===== config.mk =====
export PLATFORM = sky130hd
export DESIGN_NAME = seq_divider
export DESIGN_NICKNAME = d
export VERILOG_FILES = /design/src/rtl/sdiv_pkg.sv /design/src/rtl/sdiv_prep.sv /design/src/rtl/sdiv_step.sv /design/src/rtl/sdiv_fix.sv /design/src/rtl/seq_divider.sv
export SDC_FILE = /design/constraint.sdc
export NUM_CORES = 1
export LEC_CHECK = 0
export BUFFER_PORTS_ARGS = -buffer_cell sky130_fd_sc_hd__buf_4
export CAP_MARGIN = 5
export CORE_MARGIN = 2
export CORE_UTILIZATION = 55
export CTS_CLUSTER_SIZE = 24
export DETAILED_ROUTE_END_ITERATION = 12
export PLACE_DENSITY = 0.86
export SETUP_SLACK_MARGIN = 0.2
export SKIP_LAST_GASP = 1
export SYNTH_ARGS = -nofsm -noshare
export SYNTH_HDL_FRONTEND = slang
export SYNTH_SLANG_ARGS = --single-unit

===== constraint.sdc =====
create_clock -name clk -period 8.88 [get_ports clk]
set_input_delay 1.332 -clock clk [delete_from_list [all_inputs] [get_ports clk]]
set_output_delay 1.332 -clock clk [all_outputs]
set_load 0.01 [all_outputs]

===== src/rtl/sdiv_pkg.sv =====
package sdiv_pkg;

    localparam int unsigned QW_DEF = 16;

    typedef enum logic [1:0] {
        PH_IDLE  = 2'd0,
        PH_SETUP = 2'd1,
        PH_ITER  = 2'd2,
        PH_FIX   = 2'd3
    } phase_e;

    typedef struct packed {
        logic wide;
        logic sgn;
        logic frac;
    } mode_t;

endpackage


===== src/rtl/sdiv_prep.sv =====
module sdiv_prep
    import sdiv_pkg::*;
#(
    parameter int unsigned QW = QW_DEF
) (
    input  logic [2*QW-1:0] dvd,
    input  logic [QW-1:0]   dvs,
    input  mode_t           mode,
    output logic [QW-1:0]   rem0,
    output logic [QW:0]     shq0,
    output logic [QW-1:0]   dmag,
    output logic            q_neg,
    output logic            r_neg,
    output logic            dz,
    output logic            pre_ovf
);
    localparam int unsigned DW = 2 * QW;

    logic [DW-1:0] n_raw;
    logic [DW-1:0] nmag;
    logic          n_neg;
    logic          d_neg;

    // Select and align the effective dividend
    always_comb begin
        if (mode.frac) begin
            n_raw = {(mode.sgn & dvd[QW-1]), dvd[QW-1:0], {(QW-1){1'b0}}};
        end else if (mode.wide) begin
            n_raw = dvd;
        end else begin
            n_raw = {{QW{mode.sgn & dvd[QW-1]}}, dvd[QW-1:0]};
        end
    end

    assign n_neg = mode.sgn & n_raw[DW-1];
    assign d_neg = mode.sgn & dvs[QW-1];
    assign nmag  = n_neg ? (~n_raw + 1'b1) : n_raw;
    assign dmag  = d_neg ? (~dvs + 1'b1) : dvs;
    assign q_neg = n_neg ^ d_neg;
    assign r_neg = n_neg;
    assign dz    = (dvs == '0);

    // Upper bits seed the partial remainder; lower QW+1 bits are shifted in
    assign rem0    = {1'b0, nmag[DW-1:QW+1]};
    assign shq0    = nmag[QW:0];
    // Quotient needs more than QW+1 bits when the seed already reaches the divisor
    assign pre_ovf = !dz && (rem0 >= dmag);

endmodule


===== src/rtl/sdiv_step.sv =====
module sdiv_step
    import sdiv_pkg::*;
#(
    parameter int unsigned QW = QW_DEF
) (
    input  logic [QW-1:0] rem,
    input  logic [QW:0]   shq,
    input  logic [QW-1:0] dmag,
    output logic [QW-1:0] rem_n,
    output logic [QW:0]   shq_n
);
    logic [QW:0] trial;
    logic [QW:0] diff;
    logic        fits;

    assign trial = {rem, shq[QW]};
    assign diff  = trial - {1'b0, dmag};
    assign fits  = (trial >= {1'b0, dmag});
    assign rem_n = fits ? diff[QW-1:0] : trial[QW-1:0];
    assign shq_n = {shq[QW-1:0], fits};

endmodule


===== src/rtl/sdiv_fix.sv =====
module sdiv_fix
    import sdiv_pkg::*;
#(
    parameter int unsigned QW = QW_DEF
) (
    input  logic [QW:0]   qmag,
    input  logic [QW-1:0] rmag,
    input  logic          q_neg,
    input  logic          r_neg,
    input  logic          sgn,
    input  logic          flag_in,
    output logic [QW-1:0] quo,
    output logic [QW-1:0] rem,
    output logic          err
);
    localparam logic [QW:0] HALF = {2'b01, {(QW-1){1'b0}}};

    logic in_range;

    always_comb begin
        if (sgn) begin
            in_range = q_neg ? (qmag <= HALF) : (qmag < HALF);
        end else begin
            in_range = !qmag[QW];
        end
    end

    assign err = flag_in | !in_range;
    assign quo = err ? '0 : (q_neg ? (~qmag[QW-1:0] + 1'b1) : qmag[QW-1:0]);
    assign rem = err ? '0 : (r_neg ? (~rmag + 1'b1) : rmag);

endmodule


===== src/rtl/seq_divider.sv =====
module seq_divider
    import sdiv_pkg::*;
#(
    parameter int unsigned QW = QW_DEF
) (
    input  logic        clk,
    input  logic        rst,
    input  logic        start,
    input  logic        stall,
    input  logic [31:0] dividend,
    input  logic [15:0] divisor,
    input  logic        wide,
    input  logic        is_signed,
    input  logic        frac,
    output logic        busy,
    output logic        done,
    output logic [15:0] quotient,
    output logic [15:0] remainder,
    output logic        err
);
    localparam int unsigned DW    = 2 * QW;
    localparam int unsigned STEPS = QW + 1;
    localparam int unsigned CW    = $clog2(STEPS + 1);
    localparam logic [CW-1:0] LAST = CW'(STEPS - 1);

    phase_e        phase_q;
    logic [CW-1:0] cnt_q;
    logic [DW-1:0] dvd_q;
    logic [QW-1:0] dvs_q;
    mode_t         mode_q;
    logic [QW-1:0] rem_q;
    logic [QW:0]   shq_q;
    logic [QW-1:0] dmag_q;
    logic          qneg_q, rneg_q, flag_q;
    logic [QW-1:0] quo_q, remo_q;
    logic          err_q, done_q;

    logic [QW-1:0] p_rem0, p_dmag, s_rem, f_quo, f_rem;
    logic [QW:0]   p_shq0, s_shq;
    logic          p_qneg, p_rneg, p_dz, p_ovf, f_err;

    sdiv_prep #(.QW(QW)) prep_i (
        .dvd(dvd_q), .dvs(dvs_q), .mode(mode_q),
        .rem0(p_rem0), .shq0(p_shq0), .dmag(p_dmag),
        .q_neg(p_qneg), .r_neg(p_rneg), .dz(p_dz), .pre_ovf(p_ovf)
    );

    sdiv_step #(.QW(QW)) step_i (
        .rem(rem_q), .shq(shq_q), .dmag(dmag_q),
        .rem_n(s_rem), .shq_n(s_shq)
    );

    sdiv_fix #(.QW(QW)) fix_i (
        .qmag(shq_q), .rmag(rem_q), .q_neg(qneg_q), .r_neg(rneg_q),
        .sgn(mode_q.sgn), .flag_in(flag_q),
        .quo(f_quo), .rem(f_rem), .err(f_err)
    );

    always_ff @(posedge clk) begin
        if (rst) begin
            phase_q <= PH_IDLE;
            cnt_q   <= '0;
            dvd_q   <= '0;
            dvs_q   <= '0;
            mode_q  <= '0;
            rem_q   <= '0;
            shq_q   <= '0;
            dmag_q  <= '0;
            qneg_q  <= 1'b0;
            rneg_q  <= 1'b0;
            flag_q  <= 1'b0;
            quo_q   <= '0;
            remo_q  <= '0;
            err_q   <= 1'b0;
            done_q  <= 1'b0;
        end else if (!stall) begin
            done_q <= 1'b0;
            unique case (phase_q)
                PH_IDLE: begin
                    if (start) begin
                        dvd_q   <= DW'(dividend);
                        dvs_q   <= QW'(divisor);
                        mode_q  <= '{wide: wide, sgn: is_signed, frac: frac};
                        phase_q <= PH_SETUP;
                    end
                end
                PH_SETUP: begin
                    rem_q   <= p_rem0;
                    shq_q   <= p_shq0;
                    dmag_q  <= p_dmag;
                    qneg_q  <= p_qneg;
                    rneg_q  <= p_rneg;
                    flag_q  <= p_dz | p_ovf;
                    cnt_q   <= '0;
                    phase_q <= PH_ITER;
                end
                PH_ITER: begin
                    rem_q <= s_rem;
                    shq_q <= s_shq;
                    cnt_q <= cnt_q + 1'b1;
                    if (cnt_q == LAST) phase_q <= PH_FIX;
                end
                PH_FIX: begin
                    quo_q   <= f_quo;
                    remo_q  <= f_rem;
                    err_q   <= f_err;
                    done_q  <= 1'b1;
                    phase_q <= PH_IDLE;
                end
                default: phase_q <= PH_IDLE;
            endcase
        end
    end

    assign busy      = (phase_q != PH_IDLE);
    assign done      = done_q;
    assign quotient  = 16'(quo_q);
    assign remainder = 16'(remo_q);
    assign err       = err_q;

    // a stalled edge changes nothing
    p_stall_freeze_r8: assert property (@(posedge clk) disable iff (rst)
        (stall && !$past(rst)) |=> ($stable(phase_q) && $stable(cnt_q) && $stable(rem_q)
                          && $stable(shq_q) && $stable(quo_q) && $stable(done_q)))
        else $error("stall did not freeze state");

    // idle without an accepted start stays idle
    p_no_accept_r9: assert property (@(posedge clk) disable iff (rst)
        (phase_q == PH_IDLE && !(start && !stall)) |=> (phase_q == PH_IDLE))
        else $error("operation began without an accepted start");

    // a running operation is not cut short by start
    p_busy_hold_r9: assert property (@(posedge clk) disable iff (rst)
        (busy && phase_q != PH_FIX) |=> busy)
        else $error("busy dropped before the final phase");

    // done only follows the final phase and never overlaps busy
    p_done_idle_r2: assert property (@(posedge clk) disable iff (rst)
        done |-> !busy)
        else $error("done overlapped busy");

    // partial remainder stays below the divisor in a valid operation
    p_rem_bound_r3: assert property (@(posedge clk) disable iff (rst)
        (phase_q == PH_ITER && !flag_q) |-> (rem_q < dmag_q))
        else $error("partial remainder reached divisor");

    // an error result carries zero quotient and remainder
    p_err_zero_r6: assert property (@(posedge clk) disable iff (rst)
        (done && err) |-> (quotient == '0 && remainder == '0))
        else $error("error result not zeroed");

endmodule


## Word-level counts from Yosys, hierarchy flattened

Index checks and enable logic that the tools add are counted.

- Reduce and logical (&&, ||, !) cells: 13
- Bitwise gates (word level): 11
- Equality and inequality tests: 6
- Magnitude comparators: 4
- $add $sub $neg: 6
- Multiplexer cells: 18

Operator list:

| operator | count |
|---|---|
| $mux W16 | 6 |
| $mux W32 | 3 |
| $add A16 B1 Y16 const B | 3 |
| $not A16 Y16 | 3 |
| $pmux W17 S2 | 1 |
| $add A32 B1 Y32 const B | 1 |
| $not A32 Y32 | 1 |
| $pmux W16 S2 | 1 |
| $ge A17 B16 Y1 | 1 |
| $le A17 B16 Y1 const B | 1 |
| $lt A17 B16 Y1 const B | 1 |
| $ge A15 B16 Y1 | 1 |
| $logic_not A16 Y1 | 1 |
| $sub A16 B16 Y16 | 1 |
| $pmux W5 S2 | 1 |
| $pmux W2 S4 | 1 |
| $reduce_and A2 Y1 | 3 |
| $reduce_and A3 Y1 | 2 |
| $add A5 B1 Y5 const B | 1 |
| $eq A5 B5 Y1 const B | 1 |
| $eq A2 B2 Y1 const B | 2 |
| $mux W2 | 2 |
| $ne A2 B2 Y1 const B | 2 |
| $reduce_bool A2 Y1 | 2 |
| other kinds (9) | 16 |

- Input port bits: 55
- Bits in registers: 144
- Output and inout bits: 35

## Depth between registers and ports, before layout

- Depth after elaboration: 9
- Gate-level depth with buffers: 18
- Mapped depth without buffers: 15

## Cells and area by module

From an unflattened synthesis, not the netlist that was laid out.

- Cell total of the unflattened synthesis: 1259
- Area, all modules: 10008.3 um2

By module, submodules not included:

| module | area an instance (um2) | cells an instance | times used | sequential area each (um2) |
|---|---|---|---|---|
| seq_divider | 5870.6 | 651 | 1 | 2882.8 |
| sdiv_prep | 1948.1 | 297 | 1 | 0.0 |
| sdiv_step | 1292.5 | 173 | 1 | 0.0 |
| sdiv_fix | 897.1 | 138 | 1 | 0.0 |

## Least setup slack after synthesis

Ideal clock, no wire load.

- Path type: reg-to-reg
- From: register mode_q[0] (netlist name)
- To: register flag_q
- Arrival: 3363 ps
- Stages on the path, launching flop included: 17
- Path slack: 5403 ps
- Library setup time: 114 ps
- Clock period less this slack: 3477 ps
- Cell sequence: dfxtp_1 -> buf_4 -> nor2b_1 -> mux2i_1 -> nand2b_1 -> clkbuf_1 -> o21ai_0 -> xnor2_1 -> ha_1 -> nand2b_1 -> a21o_1 -> a21o_1 -> a21o_1 -> a21o_1 -> a2111oi_0 -> o21ai_0 -> a21o_1

- Longest elaborated chain between the ends: 7

Ends and longest elaborated chain:

| what | RTL line | text |
|---|---|---|
| start: declaration | seq_divider.sv:30 | `mode_t mode_q;` |
| start signal: assignment | seq_divider.sv:83 | `mode_q <= '{wide: wide, sgn: is_signed, frac: frac};` |
| $mux W32 * | sdiv_prep.sv:26 | `if (mode.frac) begin` |
| $not A32 Y32 | sdiv_prep.sv:37 | `assign nmag = n_neg ? (~n_raw + 1'b1) : n_raw;` |
| $add A32 B1 Y32 | sdiv_prep.sv:37 |  |
| $mux W32 * | sdiv_prep.sv:37 |  |
| $ge A15 B16 Y1 * | sdiv_prep.sv:47 | `assign pre_ovf = !dz && (rem0 >= dmag);` |
| $logic_and A1 B1 Y1 * | sdiv_prep.sv:47 |  |
| $or A1 B1 Y1 * | seq_divider.sv:93 | `flag_q <= p_dz \| p_ovf;` |
| end signal: assignment | seq_divider.sv:93 |  |
| end: declaration | seq_divider.sv:34 | `logic qneg_q, rneg_q, flag_q;` |

Every way passes the cells marked *; elsewhere a longest branch is shown, timed or not.
A chain may end at the register's enable or synchronous reset.

## Worst setup path in the final report

- From: register mode_q[2] (netlist name)
- To: register flag_q

- Longest elaborated chain between the ends: 8

Ends and longest elaborated chain:

| what | RTL line | text |
|---|---|---|
| $mux W32 * | sdiv_prep.sv:28 | `end else if (mode.wide) begin` |
| $mux W32 * | sdiv_prep.sv:26 |  |
| $not A32 Y32 | sdiv_prep.sv:37 |  |
| $add A32 B1 Y32 | sdiv_prep.sv:37 |  |
| $mux W32 * | sdiv_prep.sv:37 |  |
| $ge A15 B16 Y1 * | sdiv_prep.sv:47 |  |
| $logic_and A1 B1 Y1 * | sdiv_prep.sv:47 |  |
| $or A1 B1 Y1 * | seq_divider.sv:93 |  |

Marked as above.

==> run metrics <==
cts hold-fix bufs=0; Worst Path Required=9.20 ns; fillers=1,452; Max VDD drop=0.135 mV; commonest cells after routing, fill and taps aside=191 x nand2_1, 144 x dfxtp_1, 122 x a21oi_1; Slew @ Worst Pin=0.979 ns; I/O pins=90; Row Count=46; via count=8,296; Yosys warning total=0; CP Buf/Inv Count=0; number of global-route vias before repair=7,523; nets=1,290; Achievable Freq=0.227 GHz; DRT iter0 DRCs=832; area added between synthesis and finish=14.4%; first-pass GRT wire length=37,200 um; antenna violation net count after detailed routing=0; TritonRoute pass-1 iters=7; grt total ovfl=0; HP Class=reg2reg; Switch Pwr=0.000559 W; unrepaired setup endpoints after global routing=no; DRC Markers=0; H-tree levels=4; Worst Path Max Fanout=20; most frequent CP cell=a21o_1; Die H=130 um; sw frac=31.6%; Final Hold Vio Count=0; max capacitance violation total=0; crit-path cells=nor2b_1, mux2i_1, nand2b_1, o21ai_0, xnor2_1, ha_1, nand2b_1, a21o_1, a21o_1, a21o_1, a21o_1, a2111oi_0, o21ai_0, a21o_1; Setup CP Type=reg2reg; Placer Congestion=0.914; clk slew on worst S/H paths=0.06 ns; Clk Latency, worst-skew pair=0.44 ns; Top FF cell, synth=dfxtp_1; Mapped Cells=1,157; core area=0.0157 mm2; Final Util=63.7%; Crit. End Element=register; critical path arrival=4.74 ns; Post-CTS Resized=0; internal power consumption=0.00121 W; Post-synth EDFFs=0; Antenna diodes=0; Mapped Nets=1,254; Root Buffer=clkbuf_16; vias per inst=5.83; Async S/R FF share, synth=0%; initial antenna violation count=0; sequential area share after synthesis=32.9%; clock network fraction of total power=37.9%; CTS tree=done; full die area=0.0169 mm2; Tmin final=4.41 ns; clock buffer depth=2; GRT Util Overall=27.3%; clock skew=0.0105 ns; Clock Sinks=144; #FFs+latches synth=144; Leak Pwr=3.83 nW; Initial Util=55.7%; Logic pwr share=22.1%; layout cells sized above 1=11.9%; PortBufs=89; final worst path period share=49.7%; final WL=22,600 um; final setup fails=0; family with the most delay on the worst path=compound AO/OA/AOI/OAI gates; commonest non-fill, non-tap cell in the layout=nand2_1; post-DP HPWL=16,200 um; CTS Buf Count=17; postcts setup bufs=0; largest net degree at the start of global routing=82; CP Launch Type=register; Pins Over Slew Limit=0; reg-to-reg slack, setup=4.47 ns; Rel. slew slack=34.7%; per-cell routed wire length=15.9 um; Synth Area per Inst=7.56 um2; mapped cell area=0.00875 mm2; CP max stage cell=dfxtp_1; run status=finished clean; total negative slack=0 ns; Die W=130 um; Cell Pwr Density=177 mW/mm2; Netlist cell types=62; Reg power frac=40.0%; peak per-stage delay on the critical path=0.66 ns
stage by stage:
step                      cell area [um2]  power [W]  worst slack (ns)  cells  hold slack, ns
after floorplan                      8750    0.00101              5.40   1157           0.432
after global placement               9460    0.00110              4.65   1390           0.442
after global routing                10000    0.00185              4.06   1422           0.479
after detailed placement             9460    0.00110              4.53   1390           0.442
final                               10000    0.00177              4.47   1422           0.448
after CTS                           10000    0.00177              4.48   1422           0.450
layer usage:
metal / wire length (um) / global-route usage [%] / part of all wire [%]
met4: 419 / 9.36 / 1.9
met1: 10700 / 38.1 / 47
met2: 10100 / 42.5 / 45
met5: 0 / 0 / 0
met3: 1350 / 5.29 / 6.0
area by class of cell:
| cell class | instances | area (um2) | area share [%] |
|---|---|---|---|
| Timing Repair Buffer | 99 | 743 | 7.43 |
| Clock inverter | 10 | 77.6 | 0.775 |
| Clock buffer | 22 | 474 | 4.74 |
| Multi-Input combinational cell | 897 | 5430 | 54.3 |
| Tap cell | 216 | 270 | 2.70 |
| Sequential cell | 144 | 2880 | 28.8 |
| Inverter | 34 | 128 | 1.28 |
cells by family after synthesis:
group | Yosys count | synth area share, %
and+or+nand+nor | 447 | 23.5
AOI/OAI and AO/OA | 322 | 23.6
DFF | 144 | 32.9
buffers and inverters | 116 | 5.19
xor gates and xnor gates | 79 | 7.91
adders and majority gates | 42 | 6.09
muxes | 7 | 0.801
final timing paths:
check	from	end	cells after the start
setup reg to reg	mode_q[2]	flag_q	14
setup / recovery	mode_q[2]	flag_q	14
hold reg to reg	dvd_q[17]	dvd_q[17]	2
hold / removal	dvd_q[17]	dvd_q[17]	2
flip-flops by register name (all words and copies together) (netlist names), 2 cells and up:
name       cells
dvs_q         16
phase_q        2
cnt_q          5
rem_q         16
remainder     16
shq_q         17
dmag_q        16
quotient      16
dvd_q         32
mode_q         3
Yosys cell counts, types with 3 or more instances:
master     count  area (um2)
or4_1          7        52.6
inv_1         34         128
a2111oi_0      3        26.3
nand3b_1      10        75.1
o31ai_1       24         180
nand3_1        6        30.0
nand2b_1      19         119
a221oi_1       5        43.8
and3_1         5        31.3
o211ai_1      15         113
dfxtp_1      144        2880
nor2_1       117         439
a211oi_1      18         135
mux2i_1        7        70.1
clkbuf_1      65         244
a21o_1        10        75.1
nor2b_1       18         113
nand4_1        9        56.3
nor3_1        29         145
ha_1          41         513
o21a_1         3        22.5
a311oi_1       3        26.3
xnor2_1       54         473
o31a_1         3        26.3
or3_1         10        62.6
and4_1         3        26.3
nor3b_1        6        45.0
o21ai_0       47         235
buf_1          6        22.5
buf_2          8        40.0
a31oi_1        8        50.1
xor2_1        25         219
o2111ai_1      3        26.3
nand2_1      191         717
a21oi_1      122         611
nor4_1         7        43.8
o41ai_1        8        70.1
a22oi_1       33         248
power groups by stage:
| stage | Combinational (W) | Sequential, W | Clock (W) |
|---|---|---|---|
| detailed placement | 0.000382 | 0.000720 | 0 |
| global placement | 0.000377 | 0.000719 | 0 |
| finish | 0.000390 | 0.000707 | 0.000670 |
| floorplan | 0.000308 | 0.000705 | 0 |
| CTS | 0.000385 | 0.000706 | 0.000680 |
| global route | 0.000435 | 0.000711 | 0.000707 |
worst register-to-register path, delay by kind of cell (launching register included):
family                   cells  cell delay [ns]
AO/OA/AOI/OAI                8             1.64
AND/OR/NAND/NOR              3             1.13
flip-flops                   1             0.66
multiplexers                 1             0.34
adder cells (fa/ha/maj)      1             0.27
XOR/XNOR                     1             0.26
(Power assumes the default switching activity.)
